## config.mk

```make
export PLATFORM = sky130hd
export DESIGN_NAME = swrst_ctrl
export DESIGN_NICKNAME = d
export VERILOG_FILES = /design/src/rtl/swrst_pkg.sv /design/src/rtl/swrst_bus_dec.sv /design/src/rtl/swrst_hold_chan.sv /design/src/rtl/swrst_ctrl.sv
export SDC_FILE = /design/constraint.sdc
export NUM_CORES = 1
export LEC_CHECK = 0
export BUFFER_PORTS_ARGS = -buffer_cell sky130_fd_sc_hd__buf_2
export CAP_MARGIN = 25
export CORE_MARGIN = 2
export CORE_UTILIZATION = 45
export CTS_BUF_LIST = sky130_fd_sc_hd__clkbuf_4 sky130_fd_sc_hd__clkbuf_8 sky130_fd_sc_hd__clkbuf_16
export DETAILED_ROUTE_END_ITERATION = 10
export PLACE_DENSITY = 0.78
export SLEW_MARGIN = 5
export SYNTH_ARGS = -nofsm -noshare
export SYNTH_HDL_FRONTEND = slang
export SYNTH_SLANG_ARGS = --single-unit
```

## constraint.sdc

```tcl
create_clock -name clk_i -period 3.05 [get_ports clk_i]
set_input_delay 0.4575 -clock clk_i [delete_from_list [all_inputs] [get_ports clk_i]]
set_output_delay 0.4575 -clock clk_i [all_outputs]
set_load 0.01 [all_outputs]
```

## src/rtl/swrst_pkg.sv

```systemverilog
package swrst_pkg;
  localparam int N_DOM = 4;

  // Bit positions inside the control word
  typedef enum int {
    DOM_CORE = 0,
    DOM_PHY1 = 1,
    DOM_PHY2 = 2,
    DOM_VPHY = 3
  } dom_e;

  // Loader path may set none of the reset bits
  localparam logic [N_DOM-1:0] LD_SET_MASK = '0;

  function automatic bit is_phy(int d);
    return (d == DOM_PHY1) || (d == DOM_PHY2);
  endfunction
endpackage

```

## src/rtl/swrst_bus_dec.sv

```systemverilog
module swrst_bus_dec
  import swrst_pkg::*;
#(
  parameter int ADDR_W = 8,
  parameter int DATA_W = 32,
  parameter logic [ADDR_W-1:0] CTL_ADDR = 8'h40
) (
  input  logic              req_i,
  input  logic              we_i,
  input  logic [ADDR_W-1:0] addr_i,
  input  logic [DATA_W-1:0] wdata_i,
  input  logic              ld_we_i,
  input  logic [ADDR_W-1:0] ld_addr_i,
  input  logic [DATA_W-1:0] ld_wdata_i,
  output logic [N_DOM-1:0]  set_req_o,
  output logic              rd_hit_o
);
  logic bus_hit;
  logic ld_hit;
  logic unused_rsvd;

  assign bus_hit  = req_i && (addr_i == CTL_ADDR);
  assign ld_hit   = ld_we_i && (ld_addr_i == CTL_ADDR);
  assign rd_hit_o = bus_hit && !we_i;

  always_comb begin
    set_req_o = '0;
    if (bus_hit && we_i) set_req_o = wdata_i[N_DOM-1:0];
    if (ld_hit) set_req_o = set_req_o | (ld_wdata_i[N_DOM-1:0] & LD_SET_MASK);
  end

  assign unused_rsvd = ^{wdata_i[DATA_W-1:N_DOM], ld_wdata_i[DATA_W-1:N_DOM]};
endmodule

```

## src/rtl/swrst_hold_chan.sv

```systemverilog
module swrst_hold_chan #(
  parameter int HOLD = 16,
  localparam int CW = (HOLD < 2) ? 1 : $clog2(HOLD)
) (
  input  logic clk_i,
  input  logic rst_ni,
  input  logic start_i,
  output logic active_o,
  output logic accept_o,
  output logic done_o
);
  logic          active_q;
  logic [CW-1:0] cnt_q;

  // a start while active is dropped
  assign accept_o = start_i && !active_q;
  assign done_o   = active_q && (cnt_q == CW'(HOLD - 1));
  assign active_o = active_q;

  always_ff @(posedge clk_i or negedge rst_ni) begin
    if (!rst_ni) begin
      active_q <= 1'b0;
      cnt_q    <= '0;
    end else if (accept_o) begin
      active_q <= 1'b1;
      cnt_q    <= '0;
    end else if (done_o) begin
      active_q <= 1'b0;
      cnt_q    <= '0;
    end else if (active_q) begin
      cnt_q <= cnt_q + 1'b1;
    end
  end
endmodule

```

## src/rtl/swrst_ctrl.sv

```systemverilog
module swrst_ctrl
  import swrst_pkg::*;
#(
  parameter int ADDR_W = 8,
  parameter int DATA_W = 32,
  parameter logic [ADDR_W-1:0] CTL_ADDR = 8'h40,
  parameter int CLK_MHZ = 250,
  parameter int PHY_MIN_US = 102,
  parameter int PHY_HOLD_CYC = CLK_MHZ * PHY_MIN_US,
  parameter int AUX_HOLD_CYC = 16
) (
  input  logic              clk_i,
  input  logic              rst_ni,
  input  logic              req_i,
  input  logic              we_i,
  input  logic [ADDR_W-1:0] addr_i,
  input  logic [DATA_W-1:0] wdata_i,
  output logic [DATA_W-1:0] rdata_o,
  input  logic              ld_we_i,
  input  logic [ADDR_W-1:0] ld_addr_i,
  input  logic [DATA_W-1:0] ld_wdata_i,
  output logic              core_rst_o,
  output logic              phy1_rst_o,
  output logic              phy2_rst_o,
  output logic              vphy_rst_o,
  output logic              ld_reload_o,
  output logic              ld_abort_o
);
  logic [N_DOM-1:0] set_req;
  logic [N_DOM-1:0] dom_act;
  logic [N_DOM-1:0] dom_acc;
  logic [N_DOM-1:0] dom_done;
  logic             rd_hit;
  logic             reload_q;
  logic             abort_q;

  swrst_bus_dec #(
    .ADDR_W  (ADDR_W),
    .DATA_W  (DATA_W),
    .CTL_ADDR(CTL_ADDR)
  ) u_dec (
    .req_i     (req_i),
    .we_i      (we_i),
    .addr_i    (addr_i),
    .wdata_i   (wdata_i),
    .ld_we_i   (ld_we_i),
    .ld_addr_i (ld_addr_i),
    .ld_wdata_i(ld_wdata_i),
    .set_req_o (set_req),
    .rd_hit_o  (rd_hit)
  );

  for (genvar d = 0; d < N_DOM; d++) begin : g_chan
    localparam int HOLD = is_phy(d) ? PHY_HOLD_CYC : AUX_HOLD_CYC;
    swrst_hold_chan #(.HOLD(HOLD)) u_chan (
      .clk_i   (clk_i),
      .rst_ni  (rst_ni),
      .start_i (set_req[d]),
      .active_o(dom_act[d]),
      .accept_o(dom_acc[d]),
      .done_o  (dom_done[d])
    );
  end

  // loader handshakes follow the core channel edges
  always_ff @(posedge clk_i or negedge rst_ni) begin
    if (!rst_ni) begin
      reload_q <= 1'b0;
      abort_q  <= 1'b0;
    end else begin
      reload_q <= dom_done[DOM_CORE];
      abort_q  <= dom_acc[DOM_CORE];
    end
  end

  assign rdata_o     = rd_hit ? DATA_W'(dom_act) : '0;
  assign core_rst_o  = dom_act[DOM_CORE];
  assign phy1_rst_o  = dom_act[DOM_PHY1];
  assign phy2_rst_o  = dom_act[DOM_PHY2];
  assign vphy_rst_o  = dom_act[DOM_VPHY];
  assign ld_reload_o = reload_q;
  assign ld_abort_o  = abort_q;
endmodule

```

After elaboration in Yosys (flattened, before gate mapping)
Cells that the tools add are included.
{ "classes": {"mux": 22, "n_eq_ne": 5, "n_reduce_logical": 24, "addsub": 4} }
{ "ops": {"columns": ["op", "n"], "rows": [
  ["15-bit two-way mux", 6],
  ["4-bit two-way mux", 8],
  ["15-bit by 1-bit adder with 15-bit output (second input constant)", 2],
  ["15-bit == test (second input constant)", 2],
  ["3-bit nonzero test", 4],
  ["1-bit logical AND", 11],
  ["4-bit by 1-bit adder with 4-bit output (second input constant)", 2],
  ["4-bit == test (second input constant)", 2],
  ["8-bit by 7-bit == test with 1-bit output (second input constant)", 1],
  ["1-bit two-way mux", 8],
  ["2-bit nonzero test", 4],
  ["1-bit zero test", 5]
]} }
{ "totals": {"out_inout_bits": 38, "elab_cells": 65, "regBits": 44, "input_bits": 85} }

Longest topological paths before layout
{ "logic_depth": {"ltp_word": 6, "ltp_mapped": 8} }

By module
A second synthesis with hierarchy kept.
{ "hier_totals": {"hier_cells": 280, "hier_area_um2": 2645.0} }
{ "by_module_without_submodules": {"columns": ["module", "n_inst", "seq_area_each_um2", "cells_per_inst", "area_each_um2"], "rows": [
  ["swrst_hold_chan at g_chan[1].u_chan ...", 2, 400.4, 96, 895.9],
  ["swrst_hold_chan at g_chan[0].u_chan ...", 2, 125.1, 21, 241.5],
  ["swrst_ctrl", 1, 50.0, 35, 289.0],
  ["swrst_bus_dec", 1, 0.0, 11, 81.3]
]} }

Worst setup path after synthesis
OpenSTA, ideal clock, no wires.
{ "synth_path": {"kind": "register -> register", "start": "register g_chan[2].u_chan.cnt_q[0]", "end": "register g_chan[2].u_chan.cnt_q[10]", "arrival_time_ns": 1.821, "setup_slack_ns": 1.099, "path_stages_with_launch": 9, "required_time_ns": 2.920, "synth_period_minus_slack_ns": 1.951, "setup_ns": 0.130, "path_cell_list": "dfrtp_1 > ha_1 > nand4bb_1 > nor4_1 > nor2b_1 > clkbuf_1 > clkbuf_1 > a22oi_1 > o41ai_1"} }
{ "synth_between": {"elab_chain_cells": 4} }
{ "synth_rtl": {"columns": ["element", "line", "text"], "rows": [
  ["start: declaration", "swrst_hold_chan.sv:13", "logic [CW-1:0] cnt_q;"],
  ["start signal: assignment", "swrst_hold_chan.sv:31", "cnt_q <= cnt_q + 1'b1;"],
  ["15-bit by 1-bit adder with 15-bit output / 15-bit == test (equally long branches)", "swrst_hold_chan.sv:31, swrst_hold_chan.sv:17", null],
  ["15-bit two-way mux / 1-bit logical AND (equally long branches)", "swrst_hold_chan.sv:30, swrst_hold_chan.sv:17", null],
  ["15-bit two-way mux", "swrst_hold_chan.sv:27", "end else if (done_o) begin"],
  ["15-bit two-way mux", "swrst_hold_chan.sv:24", "end else if (accept_o) begin"]
]} }
Parallel ways exist; a longest one is shown, timed or not. The select of a mux whose other input is x is not followed.
A chain may end at the register's enable or synchronous reset.

Final worst setup path
{ "layout_path": {"start": "register g_chan[2].u_chan.cnt_q[1]", "end": "register g_chan[2].u_chan.cnt_q[7]"} }
The elaborated chain is that of the path after synthesis.

==> reports/results.ini <==
[synthesis]
netlist_area_sq_um=2560
synthFlopType=dfrtp_1
ys_seq_elements=44
ys_seq_area_share_pct=43.1
ys_async_sr_fraction_pct=100
synth_warnings=0
synth_edf_count=0
avgSynthCellArea_sq_um=9.37
ys_types=46
netlist_instances=273

[placement]
portBuffers=25
place.gp.congestion=0.785
dp_hpwl_um=3420
dp_slack_ns=0.788
dp.cells=360

[timing]
worstMarginPinSlew_ns=0.911
post-route-period-util_pct=71.3
setup_tns_ns=0
final-hold-violation-count=0
final-setup-viol-count=0
slew_headroom_pct=39.0
rsz0062_at_grt=false
finalWorstSetupSlack_ns=0.877
max_freq_mhz=460
period_needed_ns=2.17
drv_slew=0
skew_ns=0.00714

[setup_path]
worstPathRequired_ns=3.25
worst-path-buf-inv=1
critPathMaxFanout=14
crit_path_frequent_cell=a21o_1
critical_path.top_delay_family=simple AND/OR/NAND/NOR gates
cpMaxStageDelayCell=dfrtp_1
rr_worst_depth=7
critical_path_class=flop to flop
cp-start-kind=flop
worst_ep_arrival_time_ns=2.37
rr_startpoint=g_chan[2].u_chan.cnt_q[1]
critPathMaxStageDelay_ns=0.45
path_cells=ha_1 > nand4bb_1 > nor4_1 > nor2b_1 > buf_6 > a21o_1 > a21o_1
rrSetupSlack_ns=0.88
critPathCaptureType=flop
reg2reg_to=g_chan[2].u_chan.cnt_q[7]

[final_layout]
drive_gt1_share_pct=14.8
fin_cells=370
final_util_pct=50.5
area_growth_pct=8.81
antenna_cells=0
fin_nets=386

[routing]
drtAntennaViolNets=0
drt_iter0_markers=93
vias=2045
via_per_inst=5.53
drt-total-wl_um=4920
drt-wirelength-per-cell_um=13.3
drt_pre_antenna_iters=4
drc=0

[die]
coreArea_sq_um=5510
die_h_um=79.4
die_w_um=79.4
start_util_pct=46.4
die-area_sq_um=6300
boundaryPins=123
rows=27

[global_routing]
grt_antenna_before_repair=0
grt_pass1_vias=1849
grt_usage_pct=16.9
grt_max_degree=45
grt_first_pass_wirelength_um=8450
grt_overflow=0

[power]
power_density_nw_per_um2=663
p_leak_nw=1.26
ir_drop_v=0.000511
power_mw=1.85

[clocking]
cts_tree=yes
ctsHoldBuffers=0
h-tree-depth=2
clock_sinks=44
clkTransAtPathRegs_ns=0.08
clk_path_buf_depth=2
clock_latency_ns=0.30
cts_post_setup_buffers_inserted=0
cts-resized-gates=0
root_buffer=clkbuf_8
cts_made_buffers=5

[status]
status=finished clean

[job]
cap_violations=0

[worst_hold_path]
hold_class=primary input to asynchronous set/reset pin

[worst max path at each step]
stage | start | end | cells after the start
after floorplan | g_chan[2].u_chan.cnt_q[0] | g_chan[2].u_chan.cnt_q[10] | 8
after global placement | g_chan[2].u_chan.cnt_q[0] | g_chan[2].u_chan.cnt_q[11] | 6
after CTS | addr_i[3] | rdata_o[2] | 6
final | g_chan[2].u_chan.cnt_q[1] | g_chan[2].u_chan.cnt_q[7] | 7
after global routing | g_chan[2].u_chan.cnt_q[0] | g_chan[2].u_chan.cnt_q[7] | 7
after detailed placement | addr_i[3] | g_chan[2].u_chan.cnt_q[9] | 6
[synth_stat cells (all sizes together), types with 6 or more instances]
cell type,number,area [sq um]
o21ai,18,90.1
a22o,10,87.6
nor2,11,41.3
a21o,6,45.0
buf,31,230
a31oi,13,81.3
nand3,18,90.1
nand4,6,37.5
nand2,20,75.1
clkbuf,7,26.3
inv,6,22.5
dfrtp,44,1100
a21oi,20,100
[cell type report]
class | count | area [sq um]
clock buffers | 7 | 96.3
clock inverters | 1 | 30.0
fillers | 519 | 2720
inverters | 6 | 22.5
multi-input cells | 212 | 1280
flip-flops and latches | 44 | 1100
well taps | 72 | 90.1
repair buffers | 28 | 164
[through the flow]
| step | area, sq um | hold WS, ns |
|---|---|---|
| global placement | 2620 | 0.463 |
| CTS | 2760 | 0.346 |
| global route | 2780 | 0.0324 |
| finish | 2780 | 0.0243 |
| detailed placement | 2630 | 0.480 |
| floorplan | 2660 | 0.162 |
[cell usage in the layout (no fill, tap or decap), drive strengths merged, types with 2 or more instances in the layout]
master   instances
a21o             6
nor3b            2
inv              6
a41oi            5
dfrtp           44
buf             27
a21oi           20
mux2             2
o21ai           18
clkbuf           8
nand2b           4
nor3             2
a31oi           13
a31o             2
or3              4
and2             5
nor2b            4
nand4bb          3
nand2           20
nor2            11
nand4            6
xor2             2
conb            28
a22o            10
nand3           18
mux2i            5
and3             2
nor4             5
ha               4
[routing by layer]
layer  global-route usage, %  vias up  share of wire [%]
li1                        -     1001                  -
met1                    21.7      991                 46
met2                    27.9       44                 48
met3                    3.85        9                4.1
met4                    6.55        0                1.9
met5                       0        -                  0
[worst reg2reg max path, cell delays in order, from the launching register on]
cell       delay (ns)
dfrtp_1          0.45
ha_1             0.31
nand4bb_1        0.13
nor4_1           0.44
nor2b_1          0.21
buf_6            0.20
a21o_1           0.16
a21o_1           0.17
[flip-flops by register name, indices dropped and copies added (netlist names)]
| register | cells |
|---|---|
| g_chan.u_chan.active_o | 4 |
| g_chan.u_chan.cnt_q | 38 |
| ld_abort_o | 1 |
| ld_reload_o | 1 |
[cells by family (layout without fill, tap and decap cells)]
| kind of cell | Yosys count | count (layout) | synth area share, % |
|---|---|---|---|
| simple gates | 92 | 92 | 20.6 |
| compound gates | 79 | 79 | 19.8 |
| mux | 7 | 7 | 2.84 |
| xor+xnor | 2 | 2 | 0.685 |
| flops | 44 | 44 | 43.1 |
| buf+inv | 44 | 42 | 10.9 |
| other cells | 1 | 28 | 0.147 |
| fa+ha+maj | 4 | 4 | 1.96 |
[report_power, final]
part	switching (mW)	internal, mW	total [mW]
Clock	0.195	0.289	0.484
Sequential	0.221	0.747	0.968
Combinational	0.195	0.198	0.393
(Power assumes the default switching activity.)
